<file path="src/rtl/alarm_pkg.sv">
package alarm_pkg;

  // Qualified strobes from the control decode to the datapath.
  typedef struct packed {
    logic sample;    // a result must be checked this cycle
    logic limWrite;  // a limit register must be written this cycle
    logic limUpper;  // limit write targets the upper bound
    logic clear;     // masked fault bits must be cleared
  } alarmStrobe_t;

endpackage

</file>
<file path="src/rtl/alarm_window_cmp.sv">
module alarm_window_cmp #(
  parameter int DATA_W = 10
) (
  input  logic [DATA_W-1:0] value,
  input  logic [DATA_W-1:0] upper,
  input  logic [DATA_W-1:0] lower,
  output logic              above,
  output logic              below
);

  // Strict comparisons: a value sitting on a bound is inside the window.
  assign above = value > upper;
  assign below = value < lower;

endmodule

</file>
<file path="src/rtl/alarm_ctrl.sv">
module alarm_ctrl
  import alarm_pkg::*;
#(
  parameter int NUM_CH = 3,
  parameter int CH_W   = 2
) (
  input  logic              convValid,
  input  logic [CH_W-1:0]   convChan,
  input  logic              monitorEn,
  input  logic              limWrEn,
  input  logic [CH_W-1:0]   limWrChan,
  input  logic              limWrUpper,
  input  logic              clrEn,
  output alarmStrobe_t      strb,
  output logic [NUM_CH-1:0] convHot,
  output logic [NUM_CH-1:0] wrHot
);

  localparam int CK_W = CH_W + 1;

  logic convChanOk;
  logic wrChanOk;

  assign convChanOk = {1'b0, convChan} < CK_W'(NUM_CH);
  assign wrChanOk   = {1'b0, limWrChan} < CK_W'(NUM_CH);

  assign strb.sample   = convValid && monitorEn && convChanOk;
  assign strb.limWrite = limWrEn && wrChanOk;
  assign strb.limUpper = limWrUpper;
  assign strb.clear    = clrEn;

  for (genvar i = 0; i < NUM_CH; i++) begin : g_dec
    assign convHot[i] = convChan  == CH_W'(i);
    assign wrHot[i]   = limWrChan == CH_W'(i);
  end

  // with monitoring off no sample strobe reaches the datapath
  a_r6_no_sample_when_off : assert final (monitorEn || !strb.sample);

endmodule

</file>
<file path="src/rtl/alarm_datapath.sv">
module alarm_datapath
  import alarm_pkg::*;
#(
  parameter int                NUM_CH    = 3,
  parameter int                DATA_W    = 10,
  parameter int                CH_W      = 2,
  parameter logic [DATA_W-1:0] RST_UPPER = '1,
  parameter logic [DATA_W-1:0] RST_LOWER = '0
) (
  input  logic              clk,
  input  logic              rst_n,
  input  alarmStrobe_t      strb,
  input  logic [NUM_CH-1:0] convHot,
  input  logic [NUM_CH-1:0] wrHot,
  input  logic [DATA_W-1:0] convData,
  input  logic [DATA_W-1:0] limWrData,
  input  logic [NUM_CH-1:0] clrMask,
  input  logic [CH_W-1:0]   limRdChan,
  input  logic              limRdUpper,
  output logic [DATA_W-1:0] limRdData,
  output logic [NUM_CH-1:0] faultQ,
  output logic              alertOe
);

  logic [DATA_W-1:0] upperQ [NUM_CH];
  logic [DATA_W-1:0] lowerQ [NUM_CH];
  logic [NUM_CH-1:0] outside;
  logic [NUM_CH-1:0] sampleHit;
  logic [NUM_CH-1:0] writeHit;
  logic [NUM_CH-1:0] clearHit;
  logic [NUM_CH-1:0] faultNext;

  assign sampleHit = convHot & {NUM_CH{strb.sample}};
  assign writeHit  = wrHot & {NUM_CH{strb.limWrite}};
  assign clearHit  = clrMask & {NUM_CH{strb.clear}};

  for (genvar i = 0; i < NUM_CH; i++) begin : g_ch
    logic above;
    logic below;

    alarm_window_cmp #(.DATA_W(DATA_W)) u_cmp (
      .value (convData),
      .upper (upperQ[i]),
      .lower (lowerQ[i]),
      .above (above),
      .below (below)
    );
    assign outside[i] = above || below;

    // a result above the upper bound latches the fault
    a_r4_above_trips : assert property (@(posedge clk) disable iff (!rst_n)
      sampleHit[i] && (convData > upperQ[i]) |=> faultQ[i]);

    // a result on the upper bound and not below the lower one leaves a clear fault clear
    a_r5_on_bound_quiet : assert property (@(posedge clk) disable iff (!rst_n)
      sampleHit[i] && (convData == upperQ[i]) && (convData >= lowerQ[i]) && !faultQ[i]
      |=> !faultQ[i]);

    // a latched fault holds unless its clear bit is requested
    a_r8_sticky : assert property (@(posedge clk) disable iff (!rst_n)
      faultQ[i] && !clearHit[i] |=> faultQ[i]);

    // limits move only on a qualified write to this channel
    a_r3_limits_hold : assert property (@(posedge clk) disable iff (!rst_n)
      !writeHit[i] |=> $stable(upperQ[i]) && $stable(lowerQ[i]));
  end

  // Set has priority over clear on the same channel.
  assign faultNext = (faultQ & ~clearHit) | (sampleHit & outside);

  always_ff @(posedge clk or negedge rst_n) begin
    if (!rst_n) begin
      for (int i = 0; i < NUM_CH; i++) begin
        upperQ[i] <= RST_UPPER;
        lowerQ[i] <= RST_LOWER;
      end
      faultQ <= '0;
    end else begin
      for (int i = 0; i < NUM_CH; i++) begin
        if (writeHit[i]) begin
          if (strb.limUpper) upperQ[i] <= limWrData;
          else               lowerQ[i] <= limWrData;
        end
      end
      faultQ <= faultNext;
    end
  end

  always_comb begin
    limRdData = '0;
    for (int i = 0; i < NUM_CH; i++) begin
      if (limRdChan == CH_W'(i)) limRdData = limRdUpper ? upperQ[i] : lowerQ[i];
    end
  end

  assign alertOe = |faultQ;

  // a failing sample survives a same-cycle clear of its channel
  a_r9_set_wins : assert property (@(posedge clk) disable iff (!rst_n)
    (sampleHit & outside & clearHit) != '0 |=> (faultQ & $past(sampleHit & outside)) != '0);

endmodule

</file>
<file path="src/rtl/window_alarm_monitor.sv">
module window_alarm_monitor
  import alarm_pkg::*;
#(
  parameter int NUM_CH = 3,
  parameter int DATA_W = 10,
  parameter int CH_W   = (NUM_CH > 1) ? $clog2(NUM_CH + 1) : 1
) (
  input  logic              clk,
  input  logic              rst_n,
  input  logic              convValid,
  input  logic [CH_W-1:0]   convChan,
  input  logic [DATA_W-1:0] convData,
  input  logic              monitorEn,
  input  logic              limWrEn,
  input  logic [CH_W-1:0]   limWrChan,
  input  logic              limWrUpper,
  input  logic [DATA_W-1:0] limWrData,
  input  logic [CH_W-1:0]   limRdChan,
  input  logic              limRdUpper,
  output logic [DATA_W-1:0] limRdData,
  input  logic              clrEn,
  input  logic [NUM_CH-1:0] clrMask,
  output logic              alertOe,
  output logic [NUM_CH-1:0] faultStatus
);

  alarmStrobe_t      strb;
  logic [NUM_CH-1:0] convHot;
  logic [NUM_CH-1:0] wrHot;

  alarm_ctrl #(.NUM_CH(NUM_CH), .CH_W(CH_W)) u_ctrl (
    .convValid  (convValid),
    .convChan   (convChan),
    .monitorEn  (monitorEn),
    .limWrEn    (limWrEn),
    .limWrChan  (limWrChan),
    .limWrUpper (limWrUpper),
    .clrEn      (clrEn),
    .strb       (strb),
    .convHot    (convHot),
    .wrHot      (wrHot)
  );

  alarm_datapath #(.NUM_CH(NUM_CH), .DATA_W(DATA_W), .CH_W(CH_W)) u_dp (
    .clk        (clk),
    .rst_n      (rst_n),
    .strb       (strb),
    .convHot    (convHot),
    .wrHot      (wrHot),
    .convData   (convData),
    .limWrData  (limWrData),
    .clrMask    (clrMask),
    .limRdChan  (limRdChan),
    .limRdUpper (limRdUpper),
    .limRdData  (limRdData),
    .faultQ     (faultStatus),
    .alertOe    (alertOe)
  );

  // no fault bit rises in the cycle after monitoring was off
  a_r6_monitor_off : assert property (@(posedge clk) disable iff (!rst_n)
    !monitorEn |=> (faultStatus & ~$past(faultStatus)) == '0);

  // the alert can only start after a monitored result
  a_r10_alert_cause : assert property (@(posedge clk) disable iff (!rst_n)
    $rose(alertOe) |-> $past(convValid && monitorEn));

endmodule

</file>
<file path="config.mk">
export PLATFORM = sky130hd
export DESIGN_NAME = window_alarm_monitor
export DESIGN_NICKNAME = d
export VERILOG_FILES = /design/src/rtl/alarm_pkg.sv /design/src/rtl/alarm_window_cmp.sv /design/src/rtl/alarm_ctrl.sv /design/src/rtl/alarm_datapath.sv /design/src/rtl/window_alarm_monitor.sv
export SDC_FILE = /design/constraint.sdc
export NUM_CORES = 1
export LEC_CHECK = 0
export CAP_MARGIN = 10
export CORE_UTILIZATION = 40
export CTS_BUF_LIST = sky130_fd_sc_hd__clkbuf_8
export DETAILED_ROUTE_END_ITERATION = 10
export DONT_BUFFER_PORTS = 1
export GPL_ROUTABILITY_DRIVEN = 0
export PLACE_DENSITY = 0.64
export SETUP_SLACK_MARGIN = 0.02
export SKIP_CTS_REPAIR_TIMING = 1
export SLEW_MARGIN = 40
export SYNTH_ARGS = -nofsm -noshare
export SYNTH_HDL_FRONTEND = slang
export SYNTH_SLANG_ARGS = --single-unit
</file>
<file path="constraint.sdc">
create_clock -name clk -period 3.65 [get_ports clk]
set_clock_uncertainty 0.05 [all_clocks]
set_input_delay 0.1825 -clock clk [delete_from_list [all_inputs] [get_ports clk]]
set_output_delay 0.1825 -clock clk [all_outputs]
set_load 0.01 [all_outputs]
</file>
== After elaboration in Yosys (flattened, before gate mapping) ==
Index checks and enable logic that the tools add are counted.

* $lt $le $gt $ge: 8
* $mul: 0
* Reduce and logical (&&, ||, !) cells: 16
* Mux-type cells: 6
* Shifts and indexed selects: 0
* Bitwise operators: 8
* Equal/unequal tests: 6
* Div/mod/pow operators: 0
* Add/sub/neg operators: 0

{| class="wikitable"
|+ Operators by type and width
! operator !! count
|-
| 10-bit 2-to-1 mux || 6
|-
| 10-bit > comparator || 3
|-
| 10-bit < comparator || 3
|-
| 3-bit AND || 5
|-
| 2-bit AND reduction || 6
|-
| 2-bit by 1-bit equality test with 1-bit output (second input constant) || 3
|-
| 2-bit equality test (second input constant) || 3
|-
| 2-bit logical NOT || 3
|-
| 2-bit < comparator (second input constant) || 2
|-
| 1-bit logical AND || 3
|-
| 1-bit logical OR || 3
|-
| 3-bit NOT || 1
|-
| 3-bit OR || 1
|-
| 3-bit OR reduction || 1
|-
| 1-bit NOT || 1
|}

* Word-level logic and storage cells: 51
* Bits in writable memories: 0
* Input port bits: 37
* Bits in latches: 0
* Output and inout port bits: 14
* ROM bits: 0
* Register bits: 63
* Memories kept: 0

== Logic depth before layout (Yosys ltp) ==
* Depth in word-level cells: 5
* Depth in mapped cells: 7
* Mapped depth without buffers: 7

== Cells and area by module ==
From an unflattened synthesis, not the netlist that was laid out.

* Cell total of the unflattened synthesis: 417
* Area, all modules: 4534.3 um^2

{| class="wikitable"
|+ By module, submodules not included
! module !! cells each !! sequential area each (um^2) !! instances !! area an instance (um^2)
|-
| alarm_datapath || 211 || 1614.0 || 1 || 3030.4
|-
| alarm_window_cmp || 65 || 0.0 || 3 || 479.2
|-
| alarm_ctrl || 11 || 0.0 || 1 || 66.3
|}

== Worst setup path after synthesis ==
OpenSTA, ideal clock, no wires.

* Path kind: register to register
* Start: register u_dp.upperQ[5] (netlist name)
* End: register u_dp.faultQ[2]
* Cell stages (with the launch flop): 7
* Buffers on the path: 0
* Setup slack: 1.747 ns
* Data required time: 3.474 ns
* Period minus slack after synthesis: 1.903 ns
* Data arrival time: 1.727 ns
* Setup time: 0.126 ns
* Path through: dfstp_2 -> inv_1 -> ha_1 -> nand4_1 -> o221ai_1 -> a221o_1 -> a221o_1

* Cells in the longest elaborated chain, start to end: 4

{| class="wikitable"
|+ Ends and longest elaborated chain
! item !! RTL line !! source
|-
| from (decl) || alarm_datapath.sv:25 || <nowiki>logic [DATA_W-1:0] upperQ [NUM_CH];</nowiki>
|-
| from (signal, indexed assignment) || alarm_datapath.sv:81 || <nowiki>if (strb.limUpper) upperQ[i] <= limWrData;</nowiki>
|-
| 10-bit > comparator || alarm_window_cmp.sv:12 || <nowiki>assign above = value > upper;</nowiki>
|-
| 1-bit logical OR || alarm_datapath.sv:48 || <nowiki>assign outside[i] = above || below;</nowiki>
|-
| 3-bit AND || alarm_datapath.sv:69 || <nowiki>assign faultNext = (faultQ & ~clearHit) | (sampleHit & outside);</nowiki>
|-
| 3-bit OR || alarm_datapath.sv:69 ||
|-
| named net u_dp.faultNext[2] || alarm_datapath.sv:31 || <nowiki>logic [NUM_CH-1:0] faultNext;</nowiki>
|-
| to (signal assigned) || alarm_datapath.sv:85 || <nowiki>faultQ <= faultNext;</nowiki>
|-
| to (decl) || alarm_datapath.sv:21 || <nowiki>output logic [NUM_CH-1:0] faultQ,</nowiki>
|}

The timed path passes the listed nets, and every way through them passes these cells.
A chain may end at the register's enable or synchronous reset.

== Worst setup path in the final report ==
* Start: register u_dp.upperQ[21] (netlist name)
* End: register u_dp.faultQ[0]

The elaborated chain is that of the path after synthesis.

==> results.yml <==
logic_synthesis:
  synth_top_cells_by_area: "dfrtp_1, dfstp_2, ha_1, mux2_2, inv_1"
  synth_cells: 425
  yosys_most_used_dff: "dfrtp_1"
  syn_nets: 519
  synthTopCellsByCount: "inv_1, ha_1, nand2_1, o21ai_0, dfrtp_1"
  synth_edf_count: 0
  synth_top_area_share: 0.193
  synth-seq-cells: 63
  ys_warn_count: 0
  synth_top_area_cell: "dfrtp_1"
  syn_area_per_cell_sq_um: 10.1
  syn_area_sq_mm: 0.00429
  yosysMostFrequentCell: "inv_1"
  synth-seq-area-share: 0.377
  async_flop_share: 1.00
  synth_cell_types: 44
finish:
  area_delta_synth_final_pct: 11.3
  fin_nets: 534
  drive_gt1_frac: 0.196
  diodes: 0
  nFillCells: 1009
floorplan:
  die_y_microns: 106
  design.core.area_sq_mm: 0.0104
  fp.dieW_microns: 106
  rows: 37
  num_io_pins: 51
  initial_core_util: 0.413
  die-area_sq_mm: 0.0111
place:
  numPortBuffers: 0
  post-place-ws_ps: 1550
  hpwl_microns: 8160
worst_setup_path:
  r2r_cells: 6
  start_kind: "flip-flop"
  crit_path_end_kind: "flip-flop"
  crit_type: "reg2reg"
  crit_arrival_ps: 2290
  cp.required_ps: 3840
  critPathMaxFanout: 2
  reg2reg_slack_ps: 1550
  regToRegStartpoint: "u_dp.upperQ[21]"
  endpoint: "u_dp.faultQ[0]"
  cp-startpoint: "u_dp.upperQ[21]"
  rr_endpoint: "u_dp.faultQ[0]"
route:
  avgRoutedWirePerCell_microns: 19.0
  totalWireLength_microns: 11000
  final_antenna_net_count: 0
  vias: 3227
  drc: 0
  viasPerCell: 5.56
  first_pass_iters: 5
  drtIter0Drc: 130
sta:
  fmax_mhz: 476
  timing.slew.headroom: 0.524
  fin_crit_ps: 2100
  setup_viol: 0
  final.period_utilization: 0.575
  fin_setup_tns_ps: 0
  maxSlewViolCount: 0
  rsz0062_at_grt: "no"
  tightestPinTransition_ps: 714
  setup_slack_ps: 1550
  finalHoldViolCount: 1
  whs_ps: -0.554
cts:
  cts-root-buf: "clkbuf_8"
  cts_tree: "built"
  cts_max_path_buffers: 2
  clk_pin_slew_ps: 70
  cts_buffers: 9
  htree_levels: 3
  clock_latency_ps: 350
  clkSinkCount: 63
power_and_ir_drop:
  power_leakage_nw: 2.20
  irDropWorstVdd_uv: 250
  power.density_mw_per_mm2: 483
  finalPower_mw: 2.30
global_routing:
  grt_max_degree: 64
  grt_pass1_wl_microns: 17700
  antenna_found_initial: 0
  grt-ovfl-total: 0
  grt_use_total: 0.213
  grt_pass1_vias: 3356
min_path:
  hp-class: "in2reg"
  hp-start: "clrMask[2]"
status:
  violations: "negative hold slack"
  status: "complete, but fails checks"
flow_run:
  cap_violations: 0
## layout by cell type (no fill, tap or decap), types with 11 or more instances in the layout
| master | count |
|---|---|
| inv_1 | 66 |
| ha_1 | 57 |
| nand2_1 | 46 |
| o21ai_0 | 40 |
| dfrtp_1 | 33 |
| dfstp_2 | 30 |
| mux2_2 | 23 |
| a21oi_1 | 17 |
| mux2i_1 | 12 |
| dlygate4sd3_1 | 12 |
| a21o_1 | 11 |
| clkbuf_8 | 11 |
## flip-flops by register name, summed over array words and instances (netlist names)
register and cells:
u_dp.lowerQ 30, u_dp.faultQ 3, u_dp.upperQ 30
## through the flow
stage | hold WS, ps | instance area, sq um | utilization | instances
after global placement | -161 | 4380 | 0.423 | 549
after detailed placement | -161 | 4380 | 0.423 | 549
after CTS | -539 | 4580 | 0.442 | 564
final | -0.554 | 4770 | 0.460 | 580
after floorplan | -163 | 4290 | - | 425
after global routing | -11.9 | 4770 | 0.460 | 580
## how the worst min path moves through the flow
| stage | end | slack (ps) | cells after the start |
|---|---|---|---|
| floorplan | u_dp.faultQ[0] | -160 | 0 |
| global placement | u_dp.lowerQ[10] | -160 | 0 |
| detailed placement | u_dp.lowerQ[0] | -160 | 0 |
| CTS | u_dp.lowerQ[10] | -540 | 0 |
| global route | u_dp.faultQ[2] | -10 | 2 |
| finish | u_dp.faultQ[2] | -0.6 | 2 |
## metal layers
| layer | GRT usage | share of wire | wire length (microns) |
|---|---|---|---|
| met1 | 0.289 | 0.45 | 5020 |
| met2 | 0.331 | 0.45 | 5010 |
| met3 | 0.0625 | 0.079 | 873 |
| met4 | 0.0556 | 0.012 | 131 |
| met5 | 0 | 0 | 0 |
## layout make-up
cell class,instances,area (sq um),share of cell area
multi-input cells,285,2360,0.495
flip-flops and latches,63,1610,0.338
inverters,65,244,0.0512
repair buffers,16,181,0.0380
well taps,136,170,0.0357
clock buffers,11,151,0.0318
clock inverters,4,46.3,0.00971
## logic make-up after synthesis
kind of cell | share of synthesized area
flip-flops | 0.377
AND/OR/NAND/NOR | 0.102
multiplexers | 0.134
buffers and inverters | 0.0736
AO/OA/AOI/OAI | 0.148
adder cells (fa/ha/maj) | 0.166
## critical path: stages (launching register included)
cell,delay (ps)
dfstp_2,530
inv_1,50
ha_1,280
a21oi_1,190
o221ai_1,190
a221o_1,390
a221o_1,310
## power by group
part	internal, mW	switching (mW)
registers	0.900	0.105
clock network	0.345	0.268
logic	0.322	0.360
total	1.57	0.733
Note: power is estimated with default switching activity, not from simulation.
